`config.mk`:
```
export PLATFORM = sky130hd
export DESIGN_NAME = hold_drive_top
export DESIGN_NICKNAME = d
export VERILOG_FILES = /design/src/rtl/hold_drive_pkg.sv /design/src/rtl/hold_tick_div.sv /design/src/rtl/hold_chop_gen.sv /design/src/rtl/hold_channel.sv /design/src/rtl/hold_drive_top.sv
export SDC_FILE = /design/constraint.sdc
export NUM_CORES = 1
export LEC_CHECK = 0
export ABC_AREA = 1
export BUFFER_PORTS_ARGS = -buffer_cell sky130_fd_sc_hd__buf_2
export CORE_ASPECT_RATIO = 0.8
export CORE_MARGIN = 1
export CORE_UTILIZATION = 40
export CTS_BUF_LIST = sky130_fd_sc_hd__clkbuf_8
export DETAILED_ROUTE_END_ITERATION = 7
export GPL_TIMING_DRIVEN = 0
export PLACE_DENSITY_LB_ADDON = 0.2
export SYNTH_ARGS = -nofsm -noshare
export SYNTH_HDL_FRONTEND = slang
export SYNTH_SLANG_ARGS = --single-unit
```
`constraint.sdc`:
```
create_clock -name clk -period 5.38 [get_ports clk]
set_clock_uncertainty 0.2 [all_clocks]
set_input_delay 1.076 -clock clk [delete_from_list [all_inputs] [get_ports clk]]
set_output_delay 1.076 -clock clk [all_outputs]
set_load 0.05 [all_outputs]
```
`src/rtl/hold_drive_pkg.sv`:
```
package hold_drive_pkg;

    localparam int CODE_W  = 4;
    localparam int DUTY_W  = 3;
    localparam int NDUTY   = 1 << DUTY_W;
    localparam int SLOT_W  = DUTY_W + 2;
    localparam int MS_W    = 9;

    typedef enum logic [2:0] {
        PH_IDLE,
        PH_ENERGIZE,
        PH_HOLD,
        PH_FULL,
        PH_DARK
    } phase_e;

    typedef struct packed {
        logic            tmr_en;
        logic [DUTY_W-1:0] duty;
        logic [CODE_W-1:0] tcode;
    } setting_t;

    function automatic logic [MS_W-1:0] code_to_ms(input logic [CODE_W-1:0] c);
        logic [MS_W-1:0] r;
        case (c)
            4'd0:    r = 9'd0;
            4'd1:    r = 9'd3;
            4'd2:    r = 9'd5;
            4'd3:    r = 9'd10;
            4'd4:    r = 9'd15;
            4'd5:    r = 9'd20;
            4'd6:    r = 9'd30;
            4'd7:    r = 9'd50;
            4'd8:    r = 9'd80;
            4'd9:    r = 9'd110;
            4'd10:   r = 9'd140;
            4'd11:   r = 9'd170;
            4'd12:   r = 9'd200;
            4'd13:   r = 9'd230;
            4'd14:   r = 9'd260;
            default: r = 9'd300;
        endcase
        return r;
    endfunction

endpackage

```
`src/rtl/hold_tick_div.sv`:
```
module hold_tick_div #(
    parameter int DIV = 100
) (
    input  logic clk,
    input  logic rst_n,
    output logic tick
);
    localparam int CW = (DIV > 1) ? $clog2(DIV) : 1;
    localparam logic [CW-1:0] LAST = CW'(DIV - 1);

    typedef struct packed {
        logic [CW-1:0] cnt;
        logic          tick;
    } div_t;

    div_t d_d, d_q;

    always_comb begin
        d_d = d_q;
        if (d_q.cnt == LAST) begin
            d_d.cnt  = '0;
            d_d.tick = 1'b1;
        end else begin
            d_d.cnt  = d_q.cnt + 1'b1;
            d_d.tick = 1'b0;
        end
    end

    always_ff @(posedge clk) begin
        if (!rst_n) d_q <= '0;
        else        d_q <= d_d;
    end

    assign tick = d_q.tick;

    assert_tick_spacing_R2: assert property (@(posedge clk) disable iff (!rst_n)
        d_q.tick |=> !d_q.tick);
endmodule

```
`src/rtl/hold_chop_gen.sv`:
```
module hold_chop_gen
    import hold_drive_pkg::*;
(
    input  logic             clk,
    input  logic             rst_n,
    input  logic             slot_tick,
    output logic [NDUTY-1:0] wave
);
    typedef struct packed {
        logic [SLOT_W-1:0] slot;
    } chop_t;

    chop_t c_d, c_q;

    always_comb begin
        c_d = c_q;
        if (slot_tick) c_d.slot = c_q.slot + 1'b1;
    end

    always_ff @(posedge clk) begin
        if (!rst_n) c_q <= '0;
        else        c_q <= c_d;
    end

    for (genvar k = 0; k < NDUTY; k++) begin : g_duty
        if (k == 0) begin : g_zero
            assign wave[k] = 1'b0;
        end else if (k == 1) begin : g_eighth
            assign wave[k] = (c_q.slot[SLOT_W-1:2] == '0);
        end else if (k == 2) begin : g_quarter
            assign wave[k] = (c_q.slot[3:2] == 2'b00);
        end else begin : g_base
            assign wave[k] = (c_q.slot[DUTY_W-1:0] < DUTY_W'(k));
        end
    end

    assert_slot_moves_on_tick_R4: assert property (@(posedge clk) disable iff (!rst_n)
        !slot_tick |=> $stable(c_q.slot));
endmodule

```
`src/rtl/hold_channel.sv`:
```
module hold_channel
    import hold_drive_pkg::*;
(
    input  logic             clk,
    input  logic             rst_n,
    input  logic             enable_i,
    input  logic             on_i,
    input  setting_t         set_i,
    input  logic             start_i,
    input  logic             ms_tick_i,
    input  logic [NDUTY-1:0] wave_i,
    output logic             drive_o
);
    typedef struct packed {
        phase_e          ph;
        logic [MS_W-1:0] cnt;
        logic            prev;
        logic            out;
    } ch_t;

    ch_t s_d, s_q;
    logic raw;

    always_comb begin
        s_d      = s_q;
        s_d.prev = on_i;
        if (!on_i) begin
            s_d.ph  = PH_IDLE;
            s_d.cnt = '0;
        end else if (!s_q.prev) begin
            s_d.cnt = code_to_ms(set_i.tcode);
            if (set_i.tcode == '0) s_d.ph = set_i.tmr_en ? PH_HOLD : PH_FULL;
            else                   s_d.ph = PH_ENERGIZE;
        end else if (s_q.ph == PH_ENERGIZE) begin
            if (start_i) begin
                s_d.ph = PH_HOLD;
            end else if (ms_tick_i) begin
                if (s_q.cnt <= 9'd1) begin
                    if (!set_i.tmr_en)          s_d.ph = PH_FULL;
                    else if (set_i.duty == '0)  s_d.ph = PH_DARK;
                    else                        s_d.ph = PH_HOLD;
                end else begin
                    s_d.cnt = s_q.cnt - 1'b1;
                end
            end
        end

        case (s_d.ph)
            PH_ENERGIZE, PH_FULL: raw = 1'b1;
            PH_HOLD:              raw = wave_i[set_i.duty];
            default:              raw = 1'b0;
        endcase
        s_d.out = enable_i & raw;
    end

    always_ff @(posedge clk) begin
        if (!rst_n) s_q <= '{ph: PH_IDLE, cnt: '0, prev: 1'b0, out: 1'b0};
        else        s_q <= s_d;
    end

    assign drive_o = s_q.out;

    assert_off_when_request_low_R9: assert property (@(posedge clk) disable iff (!rst_n)
        !on_i |=> !drive_o);

    assert_gate_forces_off_R8: assert property (@(posedge clk) disable iff (!rst_n)
        !enable_i |=> !drive_o);

    assert_full_is_sticky_R7: assert property (@(posedge clk) disable iff (!rst_n)
        (s_q.ph == PH_FULL && on_i) |=> (s_q.ph == PH_FULL));

    assert_timer_waits_for_tick_R2: assert property (@(posedge clk) disable iff (!rst_n)
        (s_q.ph == PH_ENERGIZE && s_q.prev && on_i && !ms_tick_i && !start_i)
        |=> (s_q.ph == PH_ENERGIZE && $stable(s_q.cnt)));

    assert_energize_drives_when_enabled_R2: assert property (@(posedge clk) disable iff (!rst_n)
        (s_q.ph == PH_ENERGIZE && on_i && s_q.prev && enable_i && !start_i && !ms_tick_i)
        |=> drive_o);
endmodule

```
`src/rtl/hold_drive_top.sv`:
```
module hold_drive_top
    import hold_drive_pkg::*;
#(
    parameter int N_CH     = 8,
    parameter int MS_DIV   = 200000,
    parameter int SLOT_DIV = 500
) (
    input  logic            clk,
    input  logic            rst_n,
    input  logic            enable,
    input  logic [N_CH-1:0] chan_on,
    input  logic [7:0]      setting,
    input  logic            start_pulse,
    output logic [N_CH-1:0] drive
);
    logic             ms_tick;
    logic             slot_tick;
    logic [NDUTY-1:0] wave;
    setting_t         set_w;

    assign set_w = setting_t'(setting);

    hold_tick_div #(.DIV(MS_DIV)) u_ms_div (
        .clk  (clk),
        .rst_n(rst_n),
        .tick (ms_tick)
    );

    hold_tick_div #(.DIV(SLOT_DIV)) u_slot_div (
        .clk  (clk),
        .rst_n(rst_n),
        .tick (slot_tick)
    );

    hold_chop_gen u_chop (
        .clk      (clk),
        .rst_n    (rst_n),
        .slot_tick(slot_tick),
        .wave     (wave)
    );

    for (genvar i = 0; i < N_CH; i++) begin : g_ch
        hold_channel u_ch (
            .clk      (clk),
            .rst_n    (rst_n),
            .enable_i (enable),
            .on_i     (chan_on[i]),
            .set_i    (set_w),
            .start_i  (start_pulse),
            .ms_tick_i(ms_tick),
            .wave_i   (wave),
            .drive_o  (drive[i])
        );
    end

    assert_reset_clears_R1: assert property (@(posedge clk)
        !rst_n |=> (drive == '0));
endmodule

```
==> flow_results.org <==
** Outcome
- The run finished with clean final reports.

** Pwr
- Of the total power, the share spent switching nets is 0.2796.
- Sw power :: 0.0007320 W
- Of the total power, registers draw 0.436.
- Overall power consumption after layout is estimated at 0.002618 W.
- VDD sags by at most 152.9 uV.
- Summed over all cells, the static leakage comes to 4.184 nW.
- Of the total power, combinational logic draws 0.153.
- Of the total power, the clock network draws 0.411.
- Design internal power :: 0.001886 W
- Power density over cell area :: 271.4 mW/mm^2

** Floorplanning
- Core area :: 0.02099 sq mm
- From bottom edge to top edge, the die measures 133.8 um.
- Number of placement rows :: 47
- The die covers 0.02232 sq mm.
- Die Span X :: 166.8 um
- Number of I/O pins :: 28
- The initial utilization of the core area, before any placement, comes to 0.4139.

** Detailed routing
- Average detailed-routed wire length per instance :: 14.28 um
- Before antenna repair, the detailed router went through 7 iterations.
- Summed over all layers, the routed wires come to 22970 um.
- Final ANT Viol Nets :: 0
- After detailed routing, the number of remaining DRC violations is 0.
- After detailed routing, the number of vias per cell comes to 5.131.
- Detailed routing inserted a total of 8256 vias.
- Number of design-rule violations left by the first detailed-router iteration :: 809

** Timing
- Hold Fails Final Rpt :: 0
- For the pin with the worst max-slew slack, the measured transition is 0.8017 ns.
- Total negative setup slack :: 0 ns
- Worst hold slack :: 0.2551 ns
- Setup repair after global routing left no endpoint under its margin.
- FMAX :: 350.6 MHz
- Max Slew Vio Count :: 0
- Clock period minus final worst setup slack :: 2.852 ns
- # setup viols final :: 0
- Dividing the final minimum period by the clock period gives 0.5301.
- Headroom to the max-slew limit came out at 0.4655.

** Synthesis
- The number of different library cells used by synthesis comes to 50.
- Asr flop ratio synth :: 0
- The share of synthesized area in the top cell type comes to 0.3364.
- By count the netlist is led by nand2_1 (323), inv_1 (159), dfxtp_1 (146), nor2_1 (122), a21oi_1 (88).
- Proportion of synthesized chip area in sequential cells :: 0.3364
- In the post-synthesis netlist, the cell with the most instances is nand2_1.
- In the synthesized netlist the dominant register cell turns out to be dfxtp_1.
- The mapped netlist covers 0.008688 sq mm.
- Post-synth top area cell :: dfxtp_1
- By area the synthesized netlist is led by dfxtp_1 (34%), nand2_1 (14%), inv_1 (6.9%).
- Number of flops mapped to enable cells by yosys :: 0
- Synthesized netlist cell count :: 1283
- In this run, synthesis produced a sequential element count of 146.
- Yosys printed 0 warnings.
- Synthesized netlist net count :: 1330
- Each instance of the synthesized netlist takes up on average 6.772 sq um.

** Flow run
- Max-cap violations in this run came to 0.

** Worst setup path
- STA puts the critical path data arrival time at 3.00 ns.
- Data on the critical path is required at its endpoint by 5.52 ns.
- The critical path in this run is classified as primary input to flip-flop.
- In this run the worst path has a maximum fanout of 9.
- Critical path, cell by cell :: buf_2 -> inv_1 -> ha_1 -> inv_1 -> nor3_4 -> nand2_2 -> o21ai_0 -> inv_1 -> nand2_1 -> a21oi_1
- Path depth of the worst reg2reg path :: 9
- Crit path max-delay cell type :: nor3_4
- The worst register-to-register path has a setup slack of 3.27 ns.
- Type of element capturing the critical path :: flip-flop
- Worst Path Buf+Inv :: 4
- The largest single stage delay on the critical path is 0.49 ns.
- The worst register-to-register path ends at g_ch[1].u_ch.drive_o$_SDFF_PN0_.
- Cell type with the highest occurrence count on the critical path :: inv_1
- Critical R2R Launch :: u_ms_div.tick$_SDFF_PN0_
- Largest delay contributor family on the critical path :: simple AND/OR/NAND/NOR gates
- Setup crit start kind :: primary input

** Global routing
- Total routing resource utilization after global routing :: 0.2137
- The first global-routing pass estimated 37690 um of wire.
- Entering global routing, the biggest net connects 17 pins.
- The initial antenna violation count came to 0.
- Residual overflow from global routing :: 0
- The number of global-route vias before repair came to 7381.

** Hold path
- Min-Delay Path Class :: flip-flop to flip-flop
- Start point of the worst hold path :: u_slot_div.d_q[1]$_SDFF_PP0_
- Worst min-delay path endpoint :: u_slot_div.d_q[1]$_SDFF_PP0_
- Counting instances, the worst hold path has a depth of 1.

** Clocking
- Post-cts repair resize count :: 0
- TritonCTS built the clock tree.
- For the worst-skew pair, the clock arrives at the later sink with an insertion delay of 0.47 ns.
- Post-CTS setup buffer count :: 0
- Clock slew at the register clock pins of the worst setup and hold paths :: 0.08 ns
- CTS saw 146 sinks.
- In this run, post-CTS hold repair placed 0 buffers.
- The clock passes through at most 2 buffers.
- CTS H-tree lvls :: 4
- CTS Buf Count :: 17
- The tree is rooted in a clkbuf_8.

** Cells and area
- The filler cells instantiated in the layout total 2147.
- Area of combinational cells with multiple inputs :: 0.004927 sq mm
- The area growth from synthesis to layout is 11.05%.
- In the final layout, flip-flops and latches occupy 0.002923 sq mm.
- Final nets :: 1375
- In the final layout, the share of cells above drive strength 1 is 0.1209.
- The number of antenna diodes in the final layout is 0.
- Final cell utilization of the core :: 0.4596

** Place
- After legalization and detailed placement, the total HPWL measured 16020 um.
- GPL Wtd Cong :: 0.8767
- Port Buffer Count :: 26
==> sequential cells by signal, indices dropped and copies added (netlist names) <==
name / flops
g_ch.u_ch.s_q: 104
u_ms_div.d_q: 18
u_slot_div.d_q: 9
g_ch.u_ch.drive_o: 8
u_chop.c_q: 5
u_ms_div.tick: 1
u_slot_div.tick: 1
==> how the worst max path moves through the flow <==
stage | from | end | cells past startpoint
global route | setting[1] | g_ch[2].u_ch.drive_o$_SDFF_PN0_ | 10
CTS | setting[1] | g_ch[1].u_ch.drive_o$_SDFF_PN0_ | 10
finish | setting[1] | g_ch[1].u_ch.drive_o$_SDFF_PN0_ | 10
detailed placement | setting[1] | g_ch[1].u_ch.drive_o$_SDFF_PN0_ | 10
global placement | setting[1] | g_ch[3].u_ch.drive_o$_SDFF_PN0_ | 10
floorplan | setting[1] | g_ch[0].u_ch.drive_o$_SDFF_PN0_ | 11
==> power groups by stage <==
| stage | clock network (W) | logic, W | registers (W) |
|---|---|---|---|
| 2_1_floorplan | 0 | 0.000297 | 0.00116 |
| 3_5_place_dp | 0 | 0.000396 | 0.00117 |
| 3_3_place_gp | 0 | 0.000394 | 0.00117 |
| 6_report | 0.00108 | 0.000401 | 0.00114 |
| 4_1_cts | 0.00110 | 0.000399 | 0.00114 |
| 5_1_grt | 0.00115 | 0.000452 | 0.00115 |
==> area by class of cell <==
type	count	area share
Buffer	29	0.01842
Clock buffer	21	0.02996
Clock inverter	10	0.02114
Inverter	173	0.06847
Multi-Input combinational cell	935	0.5107
Sequential cell	146	0.3029
Tap cell	269	0.03489
Timing Repair Buffer	26	0.01349
==> layout by cell type, fill, tap and decap left out, types with 4 or more instances in the layout <==
master,Yosys,layout
nand2_1,323,323
inv_1,159,160
dfxtp_1,146,146
nor2_1,122,122
a21oi_1,88,88
nand3_1,79,79
o21ai_0,46,46
o22ai_1,33,33
buf_2,4,30
xor2_1,27,27
ha_1,27,27
nand4_1,25,25
nor3_1,22,22
clkbuf_8,0,21
a31oi_1,20,20
nor2_2,18,18
nand2_2,15,15
o21ai_1,13,13
buf_4,11,11
xnor2_1,11,11
nand3_2,10,10
clkbuf_1,9,9
inv_2,8,8
o21a_1,7,7
bufinv_16,0,6
nor2_4,4,4
inv_4,4,4
nand2_4,4,4
nor3b_1,4,4
or2_2,4,4
==> routing by layer <==
metal	GRT usage	vias up	routed length, um
li1	-	4269	-
met1	0.3041	3752	11800
met2	0.3256	204	9522
met3	0.04072	31	1208
met4	0.06636	0	440
met5	0	-	0
==> kinds of logic (layout without fill, tap and decap cells) <==
family                     count (synthesis)  count (layout)  share of synthesized area
adders and majority gates                 27              27                    0.03888
DFF                                      146             146                     0.3364
AOI/OAI and AO/OA                        222             222                     0.1460
buffers and inverters                    202             259                    0.09648
xor gates and xnor gates                  38              38                    0.03831
and+or+nand+nor                          648             648                     0.3439
==> metrics by stage <==
step	setup WS (ns)	instances	cell area (sq um)
detailed placement	2.055	1578	9155
global route	2.398	1609	9648
finish	2.528	1609	9648
floorplan	2.858	1283	8688
global placement	2.074	1578	9155
CTS	2.571	1609	9648
Note: power is estimated with default switching activity, not from simulation.
